### src/rtl/pbus_pkg.sv
package pbus_pkg;
    localparam int WORD_W = 32;
    localparam int ON_W   = 4;
    localparam int OFF_W  = 6;
    localparam int CNT_W  = OFF_W + 1;

    localparam logic [1:0] KIND_CMD   = 2'd0;
    localparam logic [1:0] KIND_PARAM = 2'd1;
    localparam logic [1:0] KIND_READ  = 2'd2;

    typedef enum logic [1:0] {
        ST_IDLE   = 2'd0,
        ST_STROBE = 2'd1,
        ST_GAP    = 2'd2
    } fsm_e;

    typedef struct packed {
        logic [CNT_W-1:0] cs_on;
        logic [CNT_W-1:0] cs_off;
        logic [CNT_W-1:0] we_on;
        logic [CNT_W-1:0] we_off;
        logic [CNT_W-1:0] re_on;
        logic [CNT_W-1:0] re_off;
        logic [CNT_W-1:0] acc;
        logic [CNT_W-1:0] wr_len;
        logic [CNT_W-1:0] rd_len;
        logic [CNT_W-1:0] gap;
    } tim_t;
endpackage

### src/rtl/pbus_timing_clamp.sv
module pbus_timing_clamp
    import pbus_pkg::*;
(
    input  logic [WORD_W-1:0] edges,
    input  logic [WORD_W-1:0] cycles,
    output tim_t              tim
);
    function automatic logic [CNT_W-1:0] max2(input logic [CNT_W-1:0] a,
                                              input logic [CNT_W-1:0] b);
        return (a > b) ? a : b;
    endfunction

    localparam logic [CNT_W-1:0] ONE = CNT_W'(1);

    logic unused_bits;
    assign unused_bits = ^{edges[31:30], cycles[31:28], cycles[21:18]};

    logic [CNT_W-1:0] we_off_e, re_off_e, cs_off_e, acc_e;

    always_comb begin
        tim.cs_on  = CNT_W'(edges[3:0]);
        tim.we_on  = CNT_W'(edges[13:10]);
        tim.re_on  = CNT_W'(edges[23:20]);
        we_off_e   = max2(CNT_W'(edges[19:14]), tim.we_on + ONE);
        re_off_e   = max2(CNT_W'(edges[29:24]), tim.re_on + ONE);
        cs_off_e   = max2(max2(CNT_W'(edges[9:4]), tim.cs_on + ONE),
                          max2(we_off_e, re_off_e));
        acc_e      = max2(CNT_W'(cycles[27:22]), tim.re_on + ONE);
        tim.we_off = we_off_e;
        tim.re_off = re_off_e;
        tim.cs_off = cs_off_e;
        tim.acc    = acc_e;
        tim.wr_len = max2(max2(CNT_W'(cycles[5:0]), we_off_e), cs_off_e);
        tim.rd_len = max2(max2(CNT_W'(cycles[11:6]), re_off_e),
                          max2(cs_off_e, acc_e + ONE));
        tim.gap    = CNT_W'(cycles[17:12]);
    end
endmodule

### src/rtl/pbus_tick_gen.sv
module pbus_tick_gen (
    input  logic clk,
    input  logic rst_n,
    input  logic run,
    input  logic div2,
    output logic tick,
    output logic first
);
    logic phase;

    always_ff @(posedge clk or negedge rst_n) begin
        if (!rst_n)            phase <= 1'b0;
        else if (run && div2)  phase <= ~phase;
        else                   phase <= 1'b0;
    end

    assign tick  = run && (!div2 || phase);
    assign first = !phase;

    // a halved tick never fires on two clocks in a row
    p_tick_alt_r4: assert property (@(posedge clk) disable iff (!rst_n)
        (run && div2 && tick) |=> (!tick || !div2));
endmodule

### src/rtl/pbus_strobe_timer.sv
module pbus_strobe_timer
    import pbus_pkg::*;
#(
    parameter int DATA_W = 8
) (
    input  logic              clk,
    input  logic              rst_n,
    input  logic [31:0]       cfg_edges,
    input  logic [31:0]       cfg_cycles,
    input  logic              cfg_div2,
    input  logic              req_valid,
    input  logic [1:0]        req_kind,
    input  logic [DATA_W-1:0] req_data,
    output logic              busy,
    output logic              done,
    output logic [DATA_W-1:0] rd_data,
    output logic              bus_cs_n,
    output logic              bus_we_n,
    output logic              bus_re_n,
    output logic              bus_dc,
    output logic [DATA_W-1:0] bus_dout,
    output logic              bus_oe,
    input  logic [DATA_W-1:0] bus_din
);
    localparam logic [CNT_W-1:0] ONE = CNT_W'(1);

    tim_t             tim;
    fsm_e             state, st_n;
    logic [CNT_W-1:0] cnt, cnt_n, len_cur;
    logic             is_rd_q, is_rd_n, dc_q, dc_n;
    logic [DATA_W-1:0] data_q;
    logic             tick, first, accept;
    logic             cs_q, we_q, re_q, oe_q, done_q;
    logic [DATA_W-1:0] rd_q;

    pbus_timing_clamp u_clamp (
        .edges  (cfg_edges),
        .cycles (cfg_cycles),
        .tim    (tim)
    );

    pbus_tick_gen u_tick (
        .clk   (clk),
        .rst_n (rst_n),
        .run   (state != ST_IDLE),
        .div2  (cfg_div2),
        .tick  (tick),
        .first (first)
    );

    assign accept  = (state == ST_IDLE) && req_valid;
    assign len_cur = is_rd_q ? tim.rd_len : tim.wr_len;
    assign is_rd_n = accept ? (req_kind == KIND_READ) : is_rd_q;
    assign dc_n    = accept ? (req_kind != KIND_CMD) : dc_q;

    // next-state logic
    always_comb begin
        st_n  = state;
        cnt_n = cnt;
        unique case (state)
            ST_IDLE: begin
                if (accept) begin
                    st_n  = ST_STROBE;
                    cnt_n = '0;
                end
            end
            ST_STROBE: begin
                if (tick) begin
                    if (cnt == len_cur - ONE) begin
                        cnt_n = '0;
                        st_n  = (tim.gap == '0) ? ST_IDLE : ST_GAP;
                    end else begin
                        cnt_n = cnt + ONE;
                    end
                end
            end
            ST_GAP: begin
                if (tick) begin
                    if (cnt == tim.gap - ONE) begin
                        cnt_n = '0;
                        st_n  = ST_IDLE;
                    end else begin
                        cnt_n = cnt + ONE;
                    end
                end
            end
            default: begin
                st_n  = ST_IDLE;
                cnt_n = '0;
            end
        endcase
    end

    // state register
    always_ff @(posedge clk or negedge rst_n) begin
        if (!rst_n) begin
            state   <= ST_IDLE;
            cnt     <= '0;
            is_rd_q <= 1'b0;
            dc_q    <= 1'b1;
            data_q  <= '0;
        end else begin
            state   <= st_n;
            cnt     <= cnt_n;
            is_rd_q <= is_rd_n;
            dc_q    <= dc_n;
            if (accept) data_q <= req_data;
        end
    end

    // registered outputs, decoded from the next state so they are glitch free
    always_ff @(posedge clk or negedge rst_n) begin
        if (!rst_n) begin
            cs_q   <= 1'b0;
            we_q   <= 1'b0;
            re_q   <= 1'b0;
            oe_q   <= 1'b0;
            done_q <= 1'b0;
            rd_q   <= '0;
        end else begin
            cs_q   <= (st_n == ST_STROBE) && (cnt_n >= tim.cs_on) && (cnt_n < tim.cs_off);
            we_q   <= (st_n == ST_STROBE) && !is_rd_n &&
                      (cnt_n >= tim.we_on) && (cnt_n < tim.we_off);
            re_q   <= (st_n == ST_STROBE) && is_rd_n &&
                      (cnt_n >= tim.re_on) && (cnt_n < tim.re_off);
            oe_q   <= (st_n == ST_STROBE) && !is_rd_n;
            done_q <= (state != ST_IDLE) && (st_n == ST_IDLE);
            if ((state == ST_STROBE) && is_rd_q && first && (cnt == tim.acc))
                rd_q <= bus_din;
        end
    end

    assign busy     = (state != ST_IDLE);
    assign done     = done_q;
    assign rd_data  = rd_q;
    assign bus_cs_n = !cs_q;
    assign bus_we_n = !we_q;
    assign bus_re_n = !re_q;
    assign bus_dc   = dc_q;
    assign bus_oe   = oe_q;
    assign bus_dout = oe_q ? data_q : '0;

    p_idle_quiet_r1: assert property (@(posedge clk) disable iff (!rst_n)
        !busy |-> (bus_cs_n && bus_we_n && bus_re_n && !bus_oe));

    p_strobe_excl_r7: assert property (@(posedge clk) disable iff (!rst_n)
        !(!bus_we_n && !bus_re_n));

    p_we_drives_r7: assert property (@(posedge clk) disable iff (!rst_n)
        !bus_we_n |-> bus_oe);

    p_dout_steady_r7: assert property (@(posedge clk) disable iff (!rst_n)
        (!bus_we_n && $past(!bus_we_n)) |-> $stable(bus_dout));

    p_done_end_r8: assert property (@(posedge clk) disable iff (!rst_n)
        done |-> (!busy && $past(busy)));

    p_cnt_bound_r3: assert property (@(posedge clk) disable iff (!rst_n)
        (state == ST_STROBE) |-> (cnt < len_cur));

    p_gap_quiet_r9: assert property (@(posedge clk) disable iff (!rst_n)
        (state == ST_GAP) |-> (bus_cs_n && bus_we_n && bus_re_n && busy));
endmodule

### config.mk
export PLATFORM = sky130hd
export DESIGN_NAME = pbus_strobe_timer
export DESIGN_NICKNAME = d
export VERILOG_FILES = /design/src/rtl/pbus_pkg.sv /design/src/rtl/pbus_timing_clamp.sv /design/src/rtl/pbus_tick_gen.sv /design/src/rtl/pbus_strobe_timer.sv
export SDC_FILE = /design/constraint.sdc
export NUM_CORES = 1
export LEC_CHECK = 0
export BUFFER_PORTS_ARGS = -buffer_cell sky130_fd_sc_hd__buf_2
export CAP_MARGIN = 20
export CORE_MARGIN = 2
export CORE_UTILIZATION = 50
export CTS_BUF_LIST = sky130_fd_sc_hd__clkbuf_16
export CTS_CLUSTER_DIAMETER = 60
export DETAILED_ROUTE_END_ITERATION = 10
export PLACE_DENSITY = 0.75
export SKIP_LAST_GASP = 1
export SYNTH_ARGS = -nofsm -noshare
export SYNTH_HDL_FRONTEND = slang
export SYNTH_SLANG_ARGS = --single-unit
### constraint.sdc
create_clock -name clk -period 4.97 [get_ports clk]
set_input_delay 0.2485 -clock clk [delete_from_list [all_inputs] [get_ports clk]]
set_output_delay 0.2485 -clock clk [all_outputs]
set_load 0.05 [all_outputs]
Yosys cells after proc, flatten, opt, wreduce, memory -nomap -nowiden:

Cells that the tools add are included.
W data, S select, Z words.

* flip-flop bits (word level): 33
* input bits: 86
* output and inout bits: 23
* logic and storage cells: 99

* $add $sub $neg: 7
* order comparisons: 17
* equality and inequality tests: 7
* multiplexer cells: 28
* bitwise operators: 1
* reduce and logical (&&, ||, !) cells: 27

Operators by type and width (number)
* $mux W7: 17
* $gt A6 B7 Y1: 6
* $gt A7 B7 Y1: 5
* $eq A7 B7 Y1: 3
* $ge A7 B4 Y1: 3
* $lt A7 B7 Y1: 3
* $pmux W7 S3: 1
* $add A4 B1 Y5 const B: 3
* $logic_and A1 B1 Y1: 15
* $add A7 B1 Y7 const B: 2
* $mux W2: 6
* $mux W8: 1
* $logic_not A7 Y1: 1
* $sub A6 B1 Y7 const B: 1
* $sub A7 B1 Y7 const B: 1
* $logic_not A1 Y1: 6
* $pmux W2 S3: 1
* $eq A2 B1 Y1 const B: 2
* $eq A2 B2 Y1 const B: 2
* $logic_not A2 Y1: 2
* $reduce_bool A2 Y1: 2
* $mux W1: 2
* $logic_or A1 B1 Y1: 1
* $not A1 Y1: 1

Logic depth before layout (Yosys ltp):

Gate-level depths: netlist of the first run.

* word-level depth: 21
* gate-level depth with buffers: 68
* gate-level depth less buffers: 68

Modules after synthesis:

A second synthesis of the first run with hierarchy kept.

* cell total of the unflattened synthesis: 771
* area total of the unflattened synthesis: 6379.9 um2

Modules (own cells, without submodules)
* pbus_timing_clamp: instances 1, cells an instance 411, area an instance 3169.3 um2, sequential area each 0.0 um2
* pbus_strobe_timer: instances 1, cells an instance 356, area an instance 3168.0 um2, sequential area each 802.0 um2
* pbus_tick_gen: instances 1, cells an instance 4, area an instance 42.5 um2, sequential area each 25.0 um2

Worst setup path after synthesis of the first run:

OpenSTA, ideal clock, no wires.

* path kind: in2reg
* start: input cfg_edges[20]
* end: register re_q
* setup time: 0.136 ns
* arrival: 11.951 ns
* required time: 4.834 ns
* slack: -7.117 ns
* stages: 65
* buffers on the path: 0
* cells stage by stage: ha_1 > nand3_1 > ha_1 > nand3_1 > mux2_2 > and2_1 > a21oi_2 > nor2_1 > a21oi_1 > ha_1 > inv_1 > o31a_1 > a221o_1 > inv_1 > o21ai_0 > and2_1 > nor2_1 > a21oi_1 > [... 29 more ...] > a21o_1 > a311o_1 > nand3_1 > inv_1 > ha_1 > xnor2_1 > xnor2_1 > or4_1 > a311o_1 > o41ai_4 > o21ai_0 > inv_1 > ha_1 > nand2b_1 > a21o_1 > a21o_1 > a2111oi_0 > nor4_1

* elaborated cells between the ends (all ways): 33
* classes of those cells: add/sub (3); order compare (10); eq/ne (2); mux (15); reduce/logical (3)

RTL lines
* start: declaration: RTL line pbus_strobe_timer.sv:8 `input logic [31:0] cfg_edges,`
* $add A4 B1 Y5 *: RTL line pbus_timing_clamp.sv:25, pbus_timing_clamp.sv:28
* $gt A6 B7 Y1: RTL line pbus_timing_clamp.sv:10 `return (a > b) ? a : b;`
* $mux W7: RTL line pbus_timing_clamp.sv:10
* $gt A7 B7 Y1: RTL line pbus_timing_clamp.sv:10
* $mux W7: RTL line pbus_timing_clamp.sv:10
* $gt A7 B7 Y1: RTL line pbus_timing_clamp.sv:10
* $mux W7: RTL line pbus_timing_clamp.sv:10
* $gt A7 B7 Y1: RTL line pbus_timing_clamp.sv:10
* [... 5 more ...]
* $eq A7 B7 Y1 *: RTL line pbus_strobe_timer.sv:69 `if (cnt == len_cur - ONE) begin`
* $mux W7 *: RTL line pbus_strobe_timer.sv:69
* $mux W7 *: RTL line pbus_strobe_timer.sv:68 `if (tick) begin`
* $pmux W7 S3 *: RTL line pbus_strobe_timer.sv:60 `unique case (state)`
* via cnt_n[0]: RTL line pbus_strobe_timer.sv:29 `logic [CNT_W-1:0] cnt, cnt_n, len_cur;`
* $ge A7 B4 Y1: RTL line pbus_strobe_timer.sv:125 `(cnt_n >= tim.re_on) && (cnt_n < tim.re_off);`
* $logic_and A1 B1 Y1: RTL line pbus_strobe_timer.sv:124 `re_q <= (st_n == ST_STROBE) && is_rd_n &&`
* $logic_and A1 B1 Y1 *: RTL line pbus_strobe_timer.sv:125
* end signal: assignment: RTL line pbus_strobe_timer.sv:124
* end: declaration: RTL line pbus_strobe_timer.sv:33 `logic cs_q, we_q, re_q, oe_q, done_q;`

The timed path passes the listed nets; every way through them passes the cells marked *.
A chain may end at the register's enable or synchronous reset.

Worst setup path in the final report of the first run:

* start: input cfg_edges[13]
* end: register cs_q

* longest elaborated chain between the ends: 20
* elaborated cells between the ends (all ways): 29
* classes of those cells: add/sub (2); order compare (9); eq/ne (2); mux (14); reduce/logical (2)

RTL lines
* $add A4 B1 Y5 *: RTL line pbus_timing_clamp.sv:24 `we_off_e = max2(CNT_W'(edges[19:14]), tim.we_on + ONE);`
* $gt A6 B7 Y1: RTL line pbus_timing_clamp.sv:10
* $mux W7 *: RTL line pbus_timing_clamp.sv:10
* $gt A7 B7 Y1: RTL line pbus_timing_clamp.sv:10
* $mux W7: RTL line pbus_timing_clamp.sv:10
* $gt A7 B7 Y1: RTL line pbus_timing_clamp.sv:10
* $mux W7: RTL line pbus_timing_clamp.sv:10
* $gt A7 B7 Y1: RTL line pbus_timing_clamp.sv:10
* [... 5 more ...]
* $eq A7 B7 Y1 *: RTL line pbus_strobe_timer.sv:69
* $mux W7 *: RTL line pbus_strobe_timer.sv:69
* $mux W7 *: RTL line pbus_strobe_timer.sv:68
* $pmux W7 S3 *: RTL line pbus_strobe_timer.sv:60
* via cnt_n[1]: RTL line pbus_strobe_timer.sv:29
* $ge A7 B4 Y1: RTL line pbus_strobe_timer.sv:121 `cs_q <= (st_n == ST_STROBE) && (cnt_n >= tim.cs_on) && (cnt_n < tim.cs_off);`
* $logic_and A1 B1 Y1: RTL line pbus_strobe_timer.sv:121
* $logic_and A1 B1 Y1 *: RTL line pbus_strobe_timer.sv:121
* end signal: assignment: RTL line pbus_strobe_timer.sv:121
* end: declaration: RTL line pbus_strobe_timer.sv:33

Marks and branches as above.

==> results of run 1 <==
[flip-flops by register name (all words and copies together), names as in the netlist]
| signal | count |
|---|---|
| re_q | 1 |
| is_rd_q | 1 |
| u_tick.phase | 1 |
| we_q | 1 |
| bus_oe | 1 |
| data_q | 8 |
| state | 2 |
| cnt | 7 |
| rd_data | 8 |
| done | 1 |
| bus_dc | 1 |
| cs_q | 1 |
[timing repair]
action                                  in CTS  in global routing
endpoints found under the setup margin      14                 14
pin swaps                                   34                 28
cloned                                       0                  0
buffers inserted                            36                 20
gates resized for setup                     78                 40
[cells in the mapped netlist, types with 16 or more instances]
cell type and number:
a21o_1 16, a21oi_1 54, and2_1 17, dfrtp_1 32
ha_1 76, inv_1 75, mux2_2 25, nand2_1 63
nand2b_1 16, nand3_1 30, nor2_1 58, o21ai_0 41
xnor2_1 33
[layer usage]
layer | GRT usage | vias up | share of wire
met3 | 0.05753 | 368 | 0.12
li1 | - | 3918 | -
met1 | 0.4430 | 4298 | 0.33
met5 | 0 | - | 0
met4 | 0.2532 | 0 | 0.11
met2 | 0.7224 | 908 | 0.44
[through the flow]
stage	total power, uW	TNS, ns	utilization	hold slack, ns	std cells
finish	5487	-80.36	0.8633	0.03803	1416
global route	5720	-85.51	0.8633	0.1056	1416
CTS	4833	-65.62	0.8358	0.05153	1397
detailed placement	4096	-75.18	0.7688	0.3423	1354
global placement	3993	-70.67	0.7688	0.3351	1354
floorplan	2664	-70.74	-	-0.04709	813
[path summary, 6_finish.rpt]
check,slack (ns),startpoint,end
worst max-delay path,-6.53,cfg_edges[13],cs_q
worst min-delay path,0.04,rst_n,we_q
worst max register to register,0.26,is_rd_q,cs_q
worst min register to register,0.49,bus_dc,bus_dc
max in group asynchronous,4.43,rst_n,data_q[7]
min in group clk,0.20,bus_din[7],rd_data[7]
[cell type report]
type	count	area [sq um]
Tap cell	168	210.2
Sequential cell	33	827.0
Fill cell	592	1655
Multi-Input combinational cell	684	5779
Clock buffer	5	125.1
Clock inverter	3	37.54
Timing Repair Buffer	444	3178
Inverter	79	299.0
[worst max-delay path: cells and delay by family]
kind	cells	cell delay [ns]
and+or+nand+nor	17	2.43
AOI/OAI and AO/OA	31	5.73
xor gates and xnor gates	2	0.45
adders and majority gates	5	1.41
buffers and inverters	10	1.35
[cell families (layout without fill, tap and decap cells)]
logic type	Yosys count	count (layout)	share of synthesized area
AOI/OAI and AO/OA	249	249	0.2897
DFF	33	33	0.1322
adders and majority gates	81	81	0.1604
xor gates and xnor gates	44	44	0.06501
and+or+nand+nor	268	268	0.2182
muxes	42	42	0.07321
buffers and inverters	96	531	0.06121
[power breakdown]
| group | leakage, uW | switching, uW | internal [uW] |
|---|---|---|---|
| Sequential | 0.000425 | 102 | 368 |
| Clock | 0.0000826 | 116 | 233 |
| Combinational | 0.00469 | 2500 | 2170 |
==> impl_metrics.yaml, run 1 <==
run_status:
  outcome: "complete, but fails checks"
  violations: "setup timing"
route:
  viasPerCell: 6.703
  first_iter_violations: 1232
  route.final.wire_length_microns: 32490
  ant_nets: 0
  drc: 0
  wl_per_cell_microns: 22.94
  drt_pass1_iterations: 6
  num_vias: 9492
timing:
  setup_viol: 14
  timing.final.crit_share: 2.314
  worst_pin_slew_ns: 0.7744
  maxSlewViolCount: 0
  rsz0062_at_grt: "yes"
  slew_headroom: 0.4704
  layout_setup_ws_ns: -6.529
  fmax_ghz: 0.08696
  finClkSkew_ns: 0.006799
  fin_crit_ns: 11.50
  finalHoldViolations: 0
global_routing:
  grt_usage: 0.4015
  grt_max_degree: 34
  antenna_found_initial: 0
  grt.overflow.total: 0
  grt_pass1_wl_microns: 42900
  grt_pass1_vias: 8808
worst_setup_path:
  path_class: "in -> reg"
  cp-end-kind: "register"
  slowest_stage: "or4_1"
  cp_common_cell: "buf_4"
  path_max_fanout: 6
  start_kind: "input pin"
  max_stage_delay_ns: 0.48
  required_ns: 5.12
  r2r.worst_path.cells: 20
  crit_arrival_ns: 11.65
clock_tree:
  cts_hold_buf: 0
  cts-root-buf: "clkbuf_16"
  tritoncts: "yes"
  numCtsBuffers: 5
  htree_levels: 2
  clk_pin_slew_ns: 0.06
  clock_path_buffers: 2
  insertion_delay_ns: 0.28
  clkSinkCount: 33
logic_synthesis:
  synthCells: 813
  ys.flop_type: "dfrtp_1"
  ys_ff_latch: 33
  synth_edf_count: 0
  syn_avg_cell_area_sq_um: 7.693
  netlist.area_leader.share: 0.1520
  yosysSeqAreaShare: 0.1322
  synth_area_leaders: "ha_1, dfrtp_1, xnor2_1, inv_1, mux2_2"
  syn_nets: 975
  ys_types: 95
  synth_area_sq_mm: 0.006255
  yosysTopAreaCell: "ha_1"
  async_reset_ff_frac: 1.000
  yosysWarnings: 0
placement:
  portBuffers: 98
  pre_cts_slack_ns: -6.184
  dpl.hpwl_microns: 18470
  dpl-instance-area_sq_mm: 0.009311
  gp_congestion: 1.046
final_layout:
  final_cell_mix: "buf_4, buf_2, inv_1"
  antenna_cells: 0
  drive_above_1_share: 0.4928
  final_common_cell: "buf_4"
  areaGrowthSynthToFinish_pct: 67.17
  final_net_count: 1409
  design_area_sq_mm: 0.01046
floorplan:
  core_area_sq_mm: 0.01211
  dieWidth_microns: 115.8
  start_util: 0.5164
  die_area_sq_mm: 0.01342
  fp-row-count: 40
  ios: 109
  dieHeight_microns: 115.8
flow_run:
  drv_cap: 0
min_path:
  hold_path_class: "in -> async"
pwr:
  p_leak_uw: 0.005198
  max-vdd-ir-drop_v: 0.0002638
  pwr_density_cell_mw_per_mm2: 524.8
Note: power is estimated with default switching activity, not from simulation.
==> run 2, diff against run 1 <==
--- a/config.mk
+++ b/config.mk
@@ -5,14 +5,15 @@
 export SDC_FILE = /design/constraint.sdc
 export NUM_CORES = 1
 export LEC_CHECK = 0
-export BUFFER_PORTS_ARGS = -buffer_cell sky130_fd_sc_hd__buf_2
+export ABC_AREA = 1
 export CAP_MARGIN = 20
 export CORE_MARGIN = 2
 export CORE_UTILIZATION = 50
 export CTS_BUF_LIST = sky130_fd_sc_hd__clkbuf_16
 export CTS_CLUSTER_DIAMETER = 60
 export DETAILED_ROUTE_END_ITERATION = 10
-export PLACE_DENSITY = 0.75
+export DONT_BUFFER_PORTS = 1
+export PLACE_DENSITY = 0.68
 export SKIP_LAST_GASP = 1
 export SYNTH_ARGS = -nofsm -noshare
 export SYNTH_HDL_FRONTEND = slang
==> run 2 against run 1 <==
Effect of this change: the flow still finishes with violations (setup timing); register-to-register slack improved by 0.94 ns; utilization fell by 10 points; global-route usage fell by 11 points; clock power fell by 17%; synthesized cell count rose by 13%; worst setup slack improved by 3.3 ns; highest routed layer unchanged.
==> impl_metrics.yaml, run 2 <==
route:
  wl_per_cell_microns: 15.98
  drt_pass1_iterations: 7
  drc: 0
  first_iter_violations: 517
  route.final.wire_length_microns: 20630
  viasPerCell: 5.420
  num_vias: 6997
  ant_nets: 0
timing:
  slew_headroom: 0.5463
  rsz0062_at_grt: "yes"
  finalHoldViolations: 0
  worst_pin_slew_ns: 0.6805
  timing.final.crit_share: 1.648
  layout_setup_ws_ns: -3.223
  maxSlewViolCount: 0
  fin_crit_ns: 8.193
  fmax_ghz: 0.1221
  setup_viol: 14
  setup-tns-final_ns: -36.52
  finClkSkew_ns: 0.003979
placement:
  pre_cts_slack_ns: -3.236
  gp_congestion: 0.9488
  portBuffers: 0
  dpl.hpwl_microns: 14230
  dp_cells: 1212
  dpl-instance-area_sq_mm: 0.007158
floorplan:
  dieWidth_microns: 110.9
  fp-row-count: 39
  start_util: 0.5070
  die_area_sq_mm: 0.01230
  ios: 109
  core_area_sq_mm: 0.01127
  dieHeight_microns: 110.9
worst_setup_path:
  reg2reg_slack_ns: 1.20
  r2r-start: "is_rd_q"
  cp_common_cell: "nand2_1"
  required_ns: 5.12
  cp-end-kind: "register"
  start_kind: "input pin"
  r2r.worst_path.cells: 24
  r2r-end: "cs_q"
  path_max_fanout: 8
  endpoint: "cs_q"
  path_class: "in -> reg"
  max_stage_delay_ns: 0.31
  slowest_stage: "ha_1"
  crit_arrival_ns: 8.35
  crit_start: "cfg_edges[10]"
global_routing:
  grt.met3_usage: 0.04101
  use_met2: 0.5112
  grt_util_met1: 0.3677
  antenna_found_initial: 0
  busiest_layer: "met2"
  grt.overflow.total: 0
  grt_usage: 0.2922
  grt_pass1_wl_microns: 30220
  grt_max_degree: 34
  grt_pass1_vias: 6584
final_layout:
  final_net_count: 1309
  final_common_cell: "nand2_1"
  antenna_cells: 0
  nFillCells: 782
  final_cell_mix: "nand2_1, buf_4, inv_1"
  ff_latch_area_sq_um: 827.0
  areaGrowthSynthToFinish_pct: 49.58
  drive_above_1_share: 0.3746
  layout.cells.non_filler: 1291
  multi_input_area_sq_mm: 0.004950
  design_area_sq_mm: 0.008549
pwr:
  max-vdd-ir-drop_v: 0.0004803
  p_leak_uw: 0.004613
  pwr_density_cell_mw_per_mm2: 611.0
  power_uw: 5224
logic_synthesis:
  ys.flop_type: "dfrtp_1"
  synth_area_leaders: "ha_1, nand2_1, dfrtp_1, inv_1, nand3_1"
  ys_types: 48
  netlist.area_leader.share: 0.1664
  yosysMostFrequentCell: "nand2_1"
  synth_area_sq_mm: 0.005715
  yosysTopAreaCell: "ha_1"
  synth_edf_count: 0
  syn_avg_cell_area_sq_um: 6.199
  yosysWarnings: 0
  yosys-top-cells-count: "nand2_1, inv_1, nand3_1"
  syn_nets: 1084
  synthCells: 922
  yosysSeqAreaShare: 0.1447
  ys_ff_latch: 33
  async_reset_ff_frac: 1.000
clock_tree:
  cts-root-buf: "clkbuf_16"
  clk_pin_slew_ns: 0.05
  insertion_delay_ns: 0.27
  numCtsBuffers: 5
  htree_levels: 2
  tritoncts: "yes"
  clock_path_buffers: 2
  clkSinkCount: 33
flow_run:
  drv_cap: 0
run_status:
  violations: "setup timing"
  outcome: "complete, but fails checks"
min_path:
  hold_path_class: "in -> reg"
  hp-start: "req_data[7]"
## run 2: per-layer routing
layer | vias up | part of all wire | wire length, microns
met5 | - | 0 | 0
met4 | 0 | 0.046 | 942
met3 | 87 | 0.068 | 1412
met2 | 334 | 0.49 | 10040
met1 | 3152 | 0.40 | 8234
li1 | 3424 | - | -
## run 2: cell families (layout without fill, tap and decap cells)
kind of cell | after synthesis | in the layout | share of synthesized area
and+or+nand+nor | 480 | 482 | 0.3932
buffers and inverters | 181 | 405 | 0.1217
AOI/OAI and AO/OA | 121 | 121 | 0.1230
adders and majority gates | 76 | 76 | 0.1664
DFF | 33 | 33 | 0.1447
xor gates and xnor gates | 23 | 23 | 0.03524
muxes | 8 | 8 | 0.01576
## run 2: worst min-delay path by stage
stage,end,cells after the start,slack [ns]
3_3_place_gp,rd_data[4],0,-0.05
5_1_grt,data_q[4],2,0.08
3_5_place_dp,rd_data[4],0,-0.05
6_report,data_q[7],2,0.09
4_1_cts,data_q[4],2,0.09
2_1_floorplan,bus_oe,0,-0.05
## run 2: what timing repair did
action	CTS	global route
buffers inserted	41	26
cloned	1	1
gates resized for setup	57	98
hold buffers	2	0
pin swaps	61	54
endpoints found under the hold margin	33	0
endpoints found under the setup margin	14	14
## run 2: final cells by class
class,instances,share of cell area
Multi-Input combinational cell,710,0.5790
Clock inverter,3,0.002049
Sequential cell,33,0.09674
Clock buffer,5,0.01463
Timing Repair Buffer,229,0.2129
Tap cell,143,0.02093
Inverter,168,0.07376
## run 2: power by group
group | switching (uW) | internal (uW) | total [uW]
sequential | 229 | 384 | 613
combinational | 2390 | 1930 | 4320
clock | 106 | 183 | 289
total | 2730 | 2490 | 5220
## run 2: worst max-delay path, delay by kind of cell
family | cells | cell delay [ns]
simple gates | 35 | 3.72
fa+ha+maj | 8 | 2.10
compound gates | 11 | 1.32
buf+inv | 8 | 0.68
xor+xnor | 2 | 0.27
## run 2: metrics by stage
step	hold slack, ns	util
3_5_place_dp	-0.04646	0.6350
4_1_cts	0.08864	0.6994
3_3_place_gp	-0.04641	0.6350
2_1_floorplan	-0.04709	-
6_report	0.09092	0.7585
5_1_grt	0.08414	0.7585
